[src/rtl/lbs_pkg.sv]
package lbs_pkg;

    typedef enum logic [2:0] {
        SUP_IDLE,
        SUP_TRAIN,
        SUP_HOLD,
        SUP_UP,
        SUP_FAIL
    } sup_state_e;

    typedef enum logic [1:0] {
        SMP_PROGRESS,
        SMP_ACTIVE,
        SMP_DROPPED
    } smp_verdict_e;

endpackage

[src/rtl/lbs_interval_timer.sv]
module lbs_interval_timer #(
    parameter int unsigned LIMIT = 4
) (
    input  logic clk,
    input  logic rst_n,
    input  logic run,
    output logic tick
);
    localparam int unsigned CW = (LIMIT > 1) ? $clog2(LIMIT) : 1;

    generate
        if (LIMIT <= 1) begin : g_every
            assign tick = run;
        end else begin : g_count
            logic [CW-1:0] cnt_d, cnt_q;

            always_comb begin
                tick  = run && (cnt_q == CW'(LIMIT - 1));
                cnt_d = cnt_q;
                if (!run || tick) begin
                    cnt_d = '0;
                end else begin
                    cnt_d = cnt_q + 1'b1;
                end
            end

            always_ff @(posedge clk or negedge rst_n) begin
                if (!rst_n) begin
                    cnt_q <= '0;
                end else begin
                    cnt_q <= cnt_d;
                end
            end
        end
    endgenerate
endmodule

[src/rtl/lbs_sample_judge.sv]
module lbs_sample_judge
    import lbs_pkg::*;
#(
    parameter int unsigned       ST_W        = 6,
    parameter logic [ST_W-1:0]   ACTIVE_CODE = 6'h11
) (
    input  logic [ST_W-1:0] state_i,
    input  logic            en_rb_i,
    input  logic            phy_up_i,
    output smp_verdict_e    verdict_o
);
    // The PHY flag only counts together with the active training state.
    always_comb begin
        if (!en_rb_i) begin
            verdict_o = SMP_DROPPED;
        end else if ((state_i == ACTIVE_CODE) && phy_up_i) begin
            verdict_o = SMP_ACTIVE;
        end else begin
            verdict_o = SMP_PROGRESS;
        end
    end
endmodule

[src/rtl/lnk_bringup_sup.sv]
module lnk_bringup_sup
    import lbs_pkg::*;
#(
    parameter int unsigned     POLL_CYC    = 5000,
    parameter int unsigned     POLLS       = 10,
    parameter int unsigned     MAX_ATT     = 4,
    parameter int unsigned     HOLD_CYC    = 64,
    parameter int unsigned     CAP_W       = 2,
    parameter int unsigned     CAP_TOP     = 2,
    parameter int unsigned     CAP_LOW     = 1,
    parameter int unsigned     ST_W        = 6,
    parameter logic [ST_W-1:0] ACTIVE_CODE = 6'h11,
    localparam int unsigned    ATT_W       = $clog2(MAX_ATT + 1)
) (
    input  logic             clk,
    input  logic             rst_n,
    input  logic             start_i,
    input  logic             fallback_i,
    input  logic [ST_W-1:0]  trn_state_i,
    input  logic             trn_en_rb_i,
    input  logic             phy_up_i,
    output logic             trn_en_o,
    output logic [CAP_W-1:0] speed_cap_o,
    output logic             link_up_o,
    output logic             link_lost_o,
    output logic             link_fail_o,
    output logic [ATT_W-1:0] attempt_o,
    output logic [ST_W-1:0]  last_state_o
);
    localparam int unsigned PW = (POLLS > 1) ? $clog2(POLLS) : 1;

    typedef struct packed {
        sup_state_e       st;
        logic [PW-1:0]    polls;
        logic [ATT_W-1:0] attempt;
        logic [CAP_W-1:0] cap;
        logic [ST_W-1:0]  last;
        logic             en;
        logic             up;
        logic             lost;
        logic             fail;
    } ctl_t;

    ctl_t ctl_d, ctl_q;

    logic         poll_tick;
    logic         hold_tick;
    smp_verdict_e verdict;

    lbs_interval_timer #(.LIMIT(POLL_CYC)) i_poll_timer (
        .clk   (clk),
        .rst_n (rst_n),
        .run   ((ctl_q.st == SUP_TRAIN) || (ctl_q.st == SUP_UP)),
        .tick  (poll_tick)
    );

    lbs_interval_timer #(.LIMIT(HOLD_CYC)) i_hold_timer (
        .clk   (clk),
        .rst_n (rst_n),
        .run   (ctl_q.st == SUP_HOLD),
        .tick  (hold_tick)
    );

    lbs_sample_judge #(.ST_W(ST_W), .ACTIVE_CODE(ACTIVE_CODE)) i_judge (
        .state_i   (trn_state_i),
        .en_rb_i   (trn_en_rb_i),
        .phy_up_i  (phy_up_i),
        .verdict_o (verdict)
    );

    always_comb begin
        ctl_d      = ctl_q;
        ctl_d.lost = 1'b0;
        unique case (ctl_q.st)
            SUP_IDLE: begin
                if (start_i) begin
                    ctl_d.st      = SUP_TRAIN;
                    ctl_d.en      = 1'b1;
                    ctl_d.attempt = ATT_W'(1);
                    ctl_d.polls   = '0;
                    ctl_d.cap     = CAP_W'(CAP_TOP);
                end
            end
            SUP_TRAIN: begin
                if (poll_tick) begin
                    ctl_d.last = trn_state_i;
                    if (verdict == SMP_ACTIVE) begin
                        // Active state wins even on the final poll.
                        ctl_d.st = SUP_UP;
                        ctl_d.up = 1'b1;
                    end else if ((verdict == SMP_DROPPED) ||
                                 (ctl_q.polls == PW'(POLLS - 1))) begin
                        ctl_d.en = 1'b0;
                        if (ctl_q.attempt == ATT_W'(MAX_ATT)) begin
                            ctl_d.st   = SUP_FAIL;
                            ctl_d.fail = 1'b1;
                        end else begin
                            ctl_d.st = SUP_HOLD;
                            if (fallback_i) begin
                                ctl_d.cap = CAP_W'(CAP_LOW);
                            end
                        end
                    end else begin
                        ctl_d.polls = ctl_q.polls + 1'b1;
                    end
                end
            end
            SUP_HOLD: begin
                if (hold_tick) begin
                    ctl_d.st      = SUP_TRAIN;
                    ctl_d.en      = 1'b1;
                    ctl_d.attempt = ctl_q.attempt + 1'b1;
                    ctl_d.polls   = '0;
                end
            end
            SUP_UP: begin
                if (poll_tick) begin
                    ctl_d.last = trn_state_i;
                    if (verdict != SMP_ACTIVE) begin
                        ctl_d.st   = SUP_IDLE;
                        ctl_d.up   = 1'b0;
                        ctl_d.en   = 1'b0;
                        ctl_d.lost = 1'b1;
                    end
                end
            end
            default: begin
                ctl_d.en = 1'b0;
            end
        endcase
    end

    always_ff @(posedge clk or negedge rst_n) begin
        if (!rst_n) begin
            ctl_q         <= '0;
            ctl_q.st      <= SUP_IDLE;
            ctl_q.cap     <= CAP_W'(CAP_TOP);
        end else begin
            ctl_q <= ctl_d;
        end
    end

    assign trn_en_o     = ctl_q.en;
    assign speed_cap_o  = ctl_q.cap;
    assign link_up_o    = ctl_q.up;
    assign link_lost_o  = ctl_q.lost;
    assign link_fail_o  = ctl_q.fail;
    assign attempt_o    = ctl_q.attempt;
    assign last_state_o = ctl_q.last;
endmodule

[config.mk]
export PLATFORM = sky130hd
export DESIGN_NAME = lnk_bringup_sup
export DESIGN_NICKNAME = d
export VERILOG_FILES = /design/src/rtl/lbs_pkg.sv /design/src/rtl/lbs_interval_timer.sv /design/src/rtl/lbs_sample_judge.sv /design/src/rtl/lnk_bringup_sup.sv
export SDC_FILE = /design/constraint.sdc
export NUM_CORES = 1
export LEC_CHECK = 0
export ABC_AREA = 1
export BUFFER_PORTS_ARGS = -buffer_cell sky130_fd_sc_hd__buf_2
export CORE_MARGIN = 2
export CORE_UTILIZATION = 28
export DETAILED_ROUTE_END_ITERATION = 10
export PLACE_DENSITY = 0.47
export SETUP_SLACK_MARGIN = 0.5
export SLEW_MARGIN = 20
export SYNTH_ARGS = -nofsm -noshare
export SYNTH_HDL_FRONTEND = slang
export SYNTH_SLANG_ARGS = --single-unit
[constraint.sdc]
create_clock -name clk -period 1.7 [get_ports clk]
set_input_delay 0.255 -clock clk [delete_from_list [all_inputs] [get_ports clk]]
set_output_delay 0.255 -clock clk [all_outputs]
set_load 0.05 [all_outputs]
==> results of run 1 <==
[layout by cell type (no fill, tap or decap), types with 6 or more instances in the layout]
| master | netlist | layout |
|---|---|---|
| nand3_1 | 22 | 11 |
| nand2_1 | 75 | 64 |
| nor3_2 | 1 | 6 |
| nor2_1 | 36 | 24 |
| nand2_2 | 6 | 10 |
| nand3_4 | 0 | 9 |
| buf_6 | 1 | 13 |
| buf_2 | 1 | 20 |
| nor2_4 | 2 | 15 |
| inv_2 | 9 | 12 |
| nand3_2 | 4 | 7 |
| buf_4 | 11 | 37 |
| inv_1 | 29 | 21 |
| nand2_4 | 1 | 6 |
| dfrtp_1 | 40 | 36 |
[per-layer routing]
layer	vias to the layer above	part of all wire [%]	global-route usage, %
met5	-	0	0
met4	0	2.0	5.92
met3	11	3.7	2.37
met2	43	53	23.9
met1	994	42	16.9
li1	1091	-	-
[where the power goes]
group	switching, uW	internal (uW)	total [uW]	leakage (uW)
Sequential	0	974	974	0.000521
Clock	330	292	622	0.0000395
Combinational	31.9	19.1	51.0	0.000993
Total	361	1290	1650	0.00155
[worst max path at each step]
stage / start / end / slack (ns) / cells past startpoint
final: i_poll_timer.g_count.cnt_q[1] / ctl_q[20] / 0.20 / 10
after global placement: ctl_q[21] / ctl_q[15] / 0.18 / 11
after global routing: i_poll_timer.g_count.cnt_q[1] / ctl_q[20] / 0.12 / 10
after CTS: ctl_q[15] / ctl_q[18] / 0.28 / 9
after floorplan: i_poll_timer.g_count.cnt_q[0] / ctl_q[15] / 0.36 / 10
after detailed placement: ctl_q[21] / ctl_q[18] / 0.19 / 11
[critical path, stage by stage, from the launching register on]
cell     delay [ns]
dfrtp_1        0.41
ha_4           0.17
nand2_4        0.08
inv_2          0.09
nand2_2        0.08
nor2_4         0.14
nand3_4        0.11
nand2_4        0.11
nand3_2        0.08
nand2_1        0.07
nand2_1        0.05
[registers in the layout, indices dropped and copies added (netlist names)]
name and count:
attempt_o 3, link_up_o 1, last_state_o 6, link_lost_o 1, ctl_q 7, link_fail_o 1, trn_en_o 1, i_poll_timer.g_count.cnt_q 13
speed_cap_o 2, i_hold_timer.g_count.cnt_q 6
[cell usage after synthesis, types with 2 or more instances]
master | n | area, um2
nand2_1 | 75 | 282
dfrtp_1 | 40 | 1000
nor2_1 | 36 | 135
inv_1 | 29 | 109
nand3_1 | 22 | 110
nor3_1 | 12 | 60.1
buf_4 | 11 | 82.6
inv_2 | 9 | 33.8
a21oi_1 | 8 | 40.0
ha_1 | 6 | 75.1
nand2_2 | 6 | 37.5
nor2_2 | 5 | 31.3
o21ai_1 | 5 | 25.0
nand3_2 | 4 | 40.0
nand4_1 | 4 | 25.0
xor2_1 | 4 | 35.0
o21ai_0 | 3 | 15.0
xnor2_1 | 3 | 26.3
nor2_4 | 2 | 22.5
nor3b_1 | 2 | 15.0
[stage by stage]
step	setup slack (ns)	instance area [um2]	utilization (%)
final	0.202	3540	43.5
after global routing	0.122	3540	43.5
after CTS	0.279	3360	41.3
after detailed placement	0.185	2610	32.0
after global placement	0.180	2610	32.0
after floorplan	0.358	2410	-
[cell type report]
type                    count  area [um2]  area share [%]
multi-input cells         209        1520            42.9
flip-flops and latches     41        1030            29.2
repair buffers             77         619            17.5
inverters                  38         155            4.39
well taps                 105         131            3.71
clock buffers               8        80.1            2.26
[kinds of logic (layout without fill, tap and decap cells)]
group / count (synthesis) / in the layout
simple gates: 173 / 175
flops: 41 / 41
fa+ha+maj: 6 / 6
xor+xnor: 7 / 7
buf+inv: 51 / 123
compound gates: 21 / 21
[what timing repair did]
action                                  CTS  global route
pin swaps                                28            12
endpoints found under the setup margin   42            46
hold buffers                              1             0
gates cloned                              2             0
gates resized for setup                  80            35
endpoints found under the hold margin    16             0
buffers inserted                         39             8
==> run summary, run 1 <==
hold path startpoint -> trn_state_i[4]
Worst Setup Start Kind -> register
Core ar. -> 8130 um2
Compound-Gate Fraction of Synth Area -> 5.22%
Syn Area/Cell -> 7.78 um2
Pins Over Slew Limit -> 0
EDFF count, synth -> 0
Synth Flop Type -> dfrtp_1
Relative slew margins -> 70.0%
Hold WS -> 0.173 ns
P&R area growth vs syn -> 52.1%
vias in the first global route -> 2161
CTS tree -> built
first-pass GRT wire length -> 9740 um
simple-gate share of the synthesized area -> 34.4%
placed cells -> 420
Slew @ Worst Pin -> 0.450 ns
Setup crit end kind -> register
sequential element share of the synthesized area -> 44.2%
vias per cell -> 4.47
Max Clock Skew -> 0.00705 ns
Initial Utilization -> 28.6%
clk buf depth -> 2
Yosys reg bits -> 41
Fillers -> 784
Die Y -> 95.1 um
crit path time final -> 1.50 ns
Synth Area in XOR/XNOR -> 2.64%
clk sink count -> 41
Critical Path AT -> 1.68 ns
worst hold endpoint -> last_state_o[4]
RePlAce Congestion -> 0.866
site row count -> 33
largest net degree at the start of global routing -> 25
share of layout cells above drive strength 1 -> 48.3%
# IOs -> 27
Layout Cells excl Fill -> 478
mux cell area share after synthesis -> 0%
Yosys Warn Count -> 0
initial detailed-routing violation count -> 82
drt total wl -> 5990 um
ys async rst share -> 100%
setup tns final -> 0 ns
CP Class -> register to register
unique cell type count in the Yosys netlist -> 33
Max-Cap Viols -> 0
Hold Violations, Final -> 0
WHS Path Cells -> 3
VDD IR-drop max -> 0.248 mV
Final Cycle Share -> 88.1%
# H-tree levels -> 2
Root Buffer -> clkbuf_8
Worst Reg2Reg Path Length in Cells -> 10
TritonRoute pass-1 iters -> 4
Antenna Nets Post-Route -> 0
Detailed Place HPWL -> 3700 um
DIE AREA -> 9050 um2
Vias -> 2139
Mapped Area -> 2330 um2
clock slew at reported path FFs -> 0.08 ns
Hold Path Class -> input port to register
CP Data Required Time -> 1.88 ns
IO buf count -> 26
flop-to-flop setup slack -> 0.20 ns
Total Power -> 1650 uW
number of diodes -> 0
Max Clock Freq -> 0.668 GHz
PwrDens -> 466 nW/um2
die span in x -> 95.1 um
largest family of logic cells by synthesized area -> simple AND/OR/NAND/NOR gates
Syn Inst Count -> 299
gr ovfl total -> 0
R2R Path Start -> i_poll_timer.g_count.cnt_q[1]
crit-path max FO -> 5
setup violators final -> 0
CTS buffer count -> 5
Net Count, Synth -> 317
Post-Synth Adder-Cell Area -> 3.23%
GRT Overall Usage -> 13.8%
RSZ-0062 raised after global routing -> yes
r2r endpoint -> ctl_q[20]
status -> complete, no violations
Clock Latency Late Sink -> 0.29 ns
initial antenna violation count -> 0
leak pwr -> 0.00155 uW
Remaining DRCs -> 0
wire length per cell -> 12.5 um
nets -> 390
(Power assumes the default switching activity.)
==> inputs of run 2 (changes only) <==
--- a/config.mk
+++ b/config.mk
@@ -12,5 +12,4 @@
 export DETAILED_ROUTE_END_ITERATION = 10
 export PLACE_DENSITY = 0.47
-export SETUP_SLACK_MARGIN = 0.5
 export SLEW_MARGIN = 20
 export SYNTH_ARGS = -nofsm -noshare
==> constraint.sdc (replaced) <==
create_clock -name clk -period 1.7 [get_ports clk]
set_input_delay 0.085 -clock clk [delete_from_list [all_inputs] [get_ports clk]]
set_output_delay 0.085 -clock clk [all_outputs]
set_load 0.05 [all_outputs]
==> run summary, run 2 (synthesis gave the netlist of run 1 again) <==
status -> complete, no violations
Core ar. -> 8130 um2 (unchanged)
number of diodes -> 0 (unchanged)
clk sink count -> 41 (unchanged)
Pins Over Slew Limit -> 0 (unchanged)
placed cells -> 421 (+0.24%)
share of layout cells above drive strength 1 -> 22.8% (-25 points)
Critical Path AT -> 1.76 ns (+0.08 ns)
Worst Setup Start Kind -> register
vias in the first global route -> 1862 (-14%)
P&R area growth vs syn -> 15.4%
Hold Violations, Final -> 0 (unchanged)
vias per cell -> 4.33 (-3.3%)
leak pwr -> 0.00124 uW (-20%)
Remaining DRCs -> 0 (unchanged)
most common cell after layout, fill and taps aside -> nand2_1
Slew @ Worst Pin -> 0.514 ns (+0.0631 ns)
setup violators final -> 0 (unchanged)
Largest Register -> i_poll_timer.g_count.cnt_q
crit-path cells -> ha_2 > nand2_1 > nor2_2 > nand2_1 > nor3_2 > nand2_1 > xor2_1 > nor2_1
clk buf depth -> 2 (unchanged)
Layout Cells excl Fill -> 434 (-9.2%)
Largest register FFs -> 13 (unchanged)
VDD IR-drop max -> 0.243 mV (-2.2%)
Initial Utilization -> 28.6% (unchanged)
wire length per cell -> 11.1 um (-11%)
Root Buffer -> clkbuf_8
WHS Path Cells -> 3 (unchanged)
gr ovfl total -> 0 (unchanged)
first-pass GRT wire length -> 8410 um (-14%)
Hold Path Class -> input port to register
TritonRoute pass-1 iters -> 4 (unchanged)
initial antenna violation count -> 0 (unchanged)
site row count -> 33 (unchanged)
Hold WS -> 0.0386 ns (-0.134 ns)
Clock Latency Late Sink -> 0.30 ns (about the same)
IO buf count -> 26 (unchanged)
Worst Reg2Reg Path Length in Cells -> 8 (-2)
most frequent cells in the layout -> nand2_1, dfrtp_1, nor2_1
CP Class -> register to register
Relative slew margins -> 65.8% (-4.2 points)
die span in x -> 95.1 um (unchanged)
Max Clock Freq -> 0.649 GHz (-2.8%)
Detailed Place HPWL -> 3620 um (-2.3%)
CTS tree -> built
slowest stage delay, CP -> 0.38 ns (-0.03 ns)
initial detailed-routing violation count -> 66 (-20%)
most used cell, CP -> nand2_1
largest net degree at the start of global routing -> 22 (-12%)
Final Cycle Share -> 90.6% (+2.5 points)
Max-Cap Viols -> 0 (unchanged)
CTS buffer count -> 5 (unchanged)
crit-path max FO -> 4 (-1)
DIE AREA -> 9050 um2 (unchanged)
Vias -> 1878 (-12%)
CP Data Required Time -> 1.92 ns (+0.04 ns)
Setup crit end kind -> register
slowest cell on the critical path -> dfrtp_1
GRT Overall Usage -> 11.8% (-2.0 points)
Largest regs -> i_poll_timer.g_count.cnt_q (13), ctl_q (7)
clock slew at reported path FFs -> 0.08 ns (about the same)
RePlAce Congestion -> 0.782 (-9.7%)
drt total wl -> 4830 um (-19%)
Antenna Nets Post-Route -> 0 (unchanged)
Fillers -> 884 (+13%)
# H-tree levels -> 2 (unchanged)
PwrDens -> 624 nW/um2 (+34%)
Die Y -> 95.1 um (unchanged)
Max Clock Skew -> 0.00549 ns (-0.00156 ns)
# IOs -> 27 (unchanged)
crit path time final -> 1.54 ns (+0.0426 ns)
nets -> 346 (-11%)
## run 2: final timing paths
kind,start,end,slack [ns]
worst max register to register,i_poll_timer.g_count.cnt_q[0],i_poll_timer.g_count.cnt_q[10],0.16
worst min register to register,speed_cap_o[1],speed_cap_o[1],0.46
max in group asynchronous,rst_n,ctl_q[15],0.93
min in group asynchronous,rst_n,i_poll_timer.g_count.cnt_q[9],0.29
worst min-delay path,trn_state_i[5],last_state_o[5],0.04
worst max-delay path,i_poll_timer.g_count.cnt_q[0],i_poll_timer.g_count.cnt_q[10],0.16
## run 2: worst max-delay path: cells and delay by family (launching register included)
family,cells,cell delay (ns)
AND/OR/NAND/NOR,6,0.73
flip-flops,1,0.38
adder cells (fa/ha/maj),1,0.20
XOR/XNOR,1,0.15
## run 2: layout make-up
type	instances	area, um2	area share, %
well taps	105	131	4.90
multi-input cells	207	1080	40.1
repair buffers	35	218	8.11
clock buffers	6	72.6	2.70
clock inverters	2	15.0	0.559
flip-flops and latches	41	1030	38.3
inverters	38	143	5.31
## run 2: routing by layer
metal / track usage (%) / wire length (um)
met1: 15.4 / 2430
met2: 19.0 / 2110
met3: 2.77 / 203
met4: 4.71 / 91
met5: 0 / 0
## run 2: where the power goes
group / internal, uW / switching (uW)
clock: 290 / 358
sequential: 974 / 0
combinational: 21.7 / 31.4
## run 2: timing repair
item	in CTS	in global routing
endpoints found under the setup margin	0	11
hold endpoints to repair	21	0
hold buffers	3	0
setup buffers	0	2
resized for setup	0	5
## run 2: per-stage QoR
step	instance area [um2]	setup WS [ns]	power (uW)	TNS [ns]	util (%)
4_1_cts	2650	0.139	1710	0	32.6
2_1_floorplan	2330	0.305	1000	0	-
3_5_place_dp	2530	0.145	1040	0	31.1
6_report	2680	0.160	1670	0	33.0
3_3_place_gp	2530	0.188	1040	0	31.1
5_1_grt	2680	-0.00197	1770	-0.00212	33.0
==> inputs of run 3 (changes only) <==
Settings changed: PLACE_DENSITY 0.47 to 0.54.
==> run summary, run 3 (synthesis gave the netlist of run 1 again) <==
Max Clock Freq -> 0.661 GHz (+1.8%)
Antenna Nets Post-Route -> 0 (unchanged)
largest net degree at the start of global routing -> 24 (+9.1%)
Worst Setup Start Kind -> register
CTS tree -> built
Final Cycle Share -> 89.0% (-1.6 points)
Detailed Place HPWL -> 3610 um (-0.30%)
status -> complete, no violations
gr ovfl total -> 0 (unchanged)
crit path time final -> 1.51 ns (-0.0272 ns)
Slew @ Worst Pin -> 0.454 ns (-0.0598 ns)
Root Buffer -> clkbuf_8
first-pass GRT wire length -> 8190 um (-2.6%)
setup tns final -> 0 ns (unchanged)
CP Data Required Time -> 1.93 ns (about the same)
initial antenna violation count -> 0 (unchanged)
Critical Path AT -> 1.74 ns (-0.02 ns)
Largest register FFs -> 13 (unchanged)
clock slew at reported path FFs -> 0.08 ns (about the same)
DIE AREA -> 9050 um2 (unchanged)
Largest Register -> i_poll_timer.g_count.cnt_q
most frequent cells in the layout -> nand2_1, dfrtp_1, nor2_1
Vias -> 1882 (+0.21%)
VDD IR-drop max -> 0.316 mV (+30%)
Max Clock Skew -> 0.00451 ns (-0.000980 ns)
Hold Path Class -> input port to register
Die Y -> 95.1 um (unchanged)
CP Class -> register to register
Setup crit end kind -> register
slowest cell on the critical path -> dfrtp_1
Hold Violations, Final -> 0 (unchanged)
IO buf count -> 26 (unchanged)
# H-tree levels -> 2 (unchanged)
crit-path max FO -> 5 (+1)
RSZ-0062 raised after global routing -> no
Relative slew margins -> 69.8% (+4.0 points)
vias per cell -> 4.39 (+1.4%)
GRT Overall Usage -> 11.3% (-0.52 points)
Hold WS -> 0.0174 ns (-0.0213 ns)
# IOs -> 27 (unchanged)
Pins Over Slew Limit -> 0 (unchanged)
number of diodes -> 0 (unchanged)
crit-path cells -> ha_1 > nand3_1 > nand2_1 > buf_4 > nor2_4 > nand2_1 > nand2_1 > inv_1 > nand3_1 > nand2_1 > nand2_1
Max-Cap Viols -> 0 (unchanged)
site row count -> 33 (unchanged)
most common cell after layout, fill and taps aside -> nand2_1
initial detailed-routing violation count -> 111 (+68%)
vias in the first global route -> 1859 (-0.16%)
Initial Utilization -> 28.6% (unchanged)
Largest regs -> i_poll_timer.g_count.cnt_q (13), ctl_q (7)
wire length per cell -> 11.0 um (-1.3%)
most used cell, CP -> nand2_1
Core ar. -> 8130 um2 (unchanged)
Remaining DRCs -> 0 (unchanged)
clk buf depth -> 2 (unchanged)
die span in x -> 95.1 um (unchanged)
PwrDens -> 620 nW/um2 (-0.58%)
leak pwr -> 0.00123 uW (-1.4%)
CTS buffer count -> 5 (unchanged)
setup violators final -> 0 (unchanged)
Fillers -> 867 (-1.9%)
drt total wl -> 4710 um (-2.5%)
Clock Latency Late Sink -> 0.29 ns (about the same)
nets -> 341 (-1.4%)
clk sink count -> 41 (unchanged)
RePlAce Congestion -> 0.791 (+1.2%)
TritonRoute pass-1 iters -> 4 (unchanged)
P&R area growth vs syn -> 13.6%
slowest stage delay, CP -> 0.44 ns (+0.06 ns)
share of layout cells above drive strength 1 -> 22.5% (-0.27 points)
[run 3: cell count changes in the layout (fill, tap and decap cells not counted), moves of 2 or more]
cell           delta
dlygate4sd3_1     -2
clkinv_2          +2
buf_4             -3
clkinvlp_4        -2
[run 3: worst paths after layout]
kind | start | endpoint | slack, ns | depth (start not counted)
hold / removal | trn_state_i[4] | last_state_o[4] | 0.02 | 3
max in group asynchronous | rst_n | i_poll_timer.g_count.cnt_q[1] | 0.94 | 3
setup reg to reg | ctl_q[15] | ctl_q[20] | 0.19 | 11
setup / recovery | ctl_q[15] | ctl_q[20] | 0.19 | 11
hold reg to reg | i_hold_timer.g_count.cnt_q[0] | i_hold_timer.g_count.cnt_q[0] | 0.46 | 1
min in group asynchronous | rst_n | i_poll_timer.g_count.cnt_q[7] | 0.28 | 2
[run 3: timing repair]
action	4_1_cts	5_1_grt
buffers inserted	0	1
endpoints found under the setup margin	0	14
endpoints found under the hold margin	17	0
hold buffers	1	0
gates resized for setup	0	7
[run 3: stage by stage]
step | instances | setup WS [ns] | cell area, um2 | total power, uW | utilization, %
after global placement | 419 | 0.0809 | 2520 | 1040 | 30.9
after CTS | 428 | 0.0554 | 2610 | 1670 | 32.1
after global routing | 429 | 0.0166 | 2640 | 1720 | 32.5
after detailed placement | 419 | 0.0674 | 2520 | 1040 | 30.9
final | 429 | 0.187 | 2640 | 1640 | 32.5
after floorplan | 299 | 0.305 | 2330 | 1000 | -
[run 3: layer usage]
| metal | GRT usage [%] | wire length (um) |
|---|---|---|
| met1 | 14.6 | 2240 |
| met2 | 18.6 | 2220 |
| met3 | 2.45 | 175 |
| met4 | 4.11 | 74 |
| met5 | 0 | 0 |
[run 3: power breakdown]
group	switching [uW]	internal, uW
Combinational	32.0	18.8
Sequential	0	974
Clock	328	285
[run 3: area by class of cell]
class	count	area (um2)	area share, %
clock inverters	2	10.0	0.379
well taps	105	131	4.97
inverters	38	143	5.40
multi-input cells	207	1080	41.0
clock buffers	6	72.6	2.75
repair buffers	30	175	6.63
flip-flops and latches	41	1030	38.9
[run 3: worst max-delay path: cells and delay by family (launching register included)]
family	cells	cell delay [ns]
flops	1	0.44
buf+inv	2	0.22
simple gates	8	0.57
fa+ha+maj	1	0.23
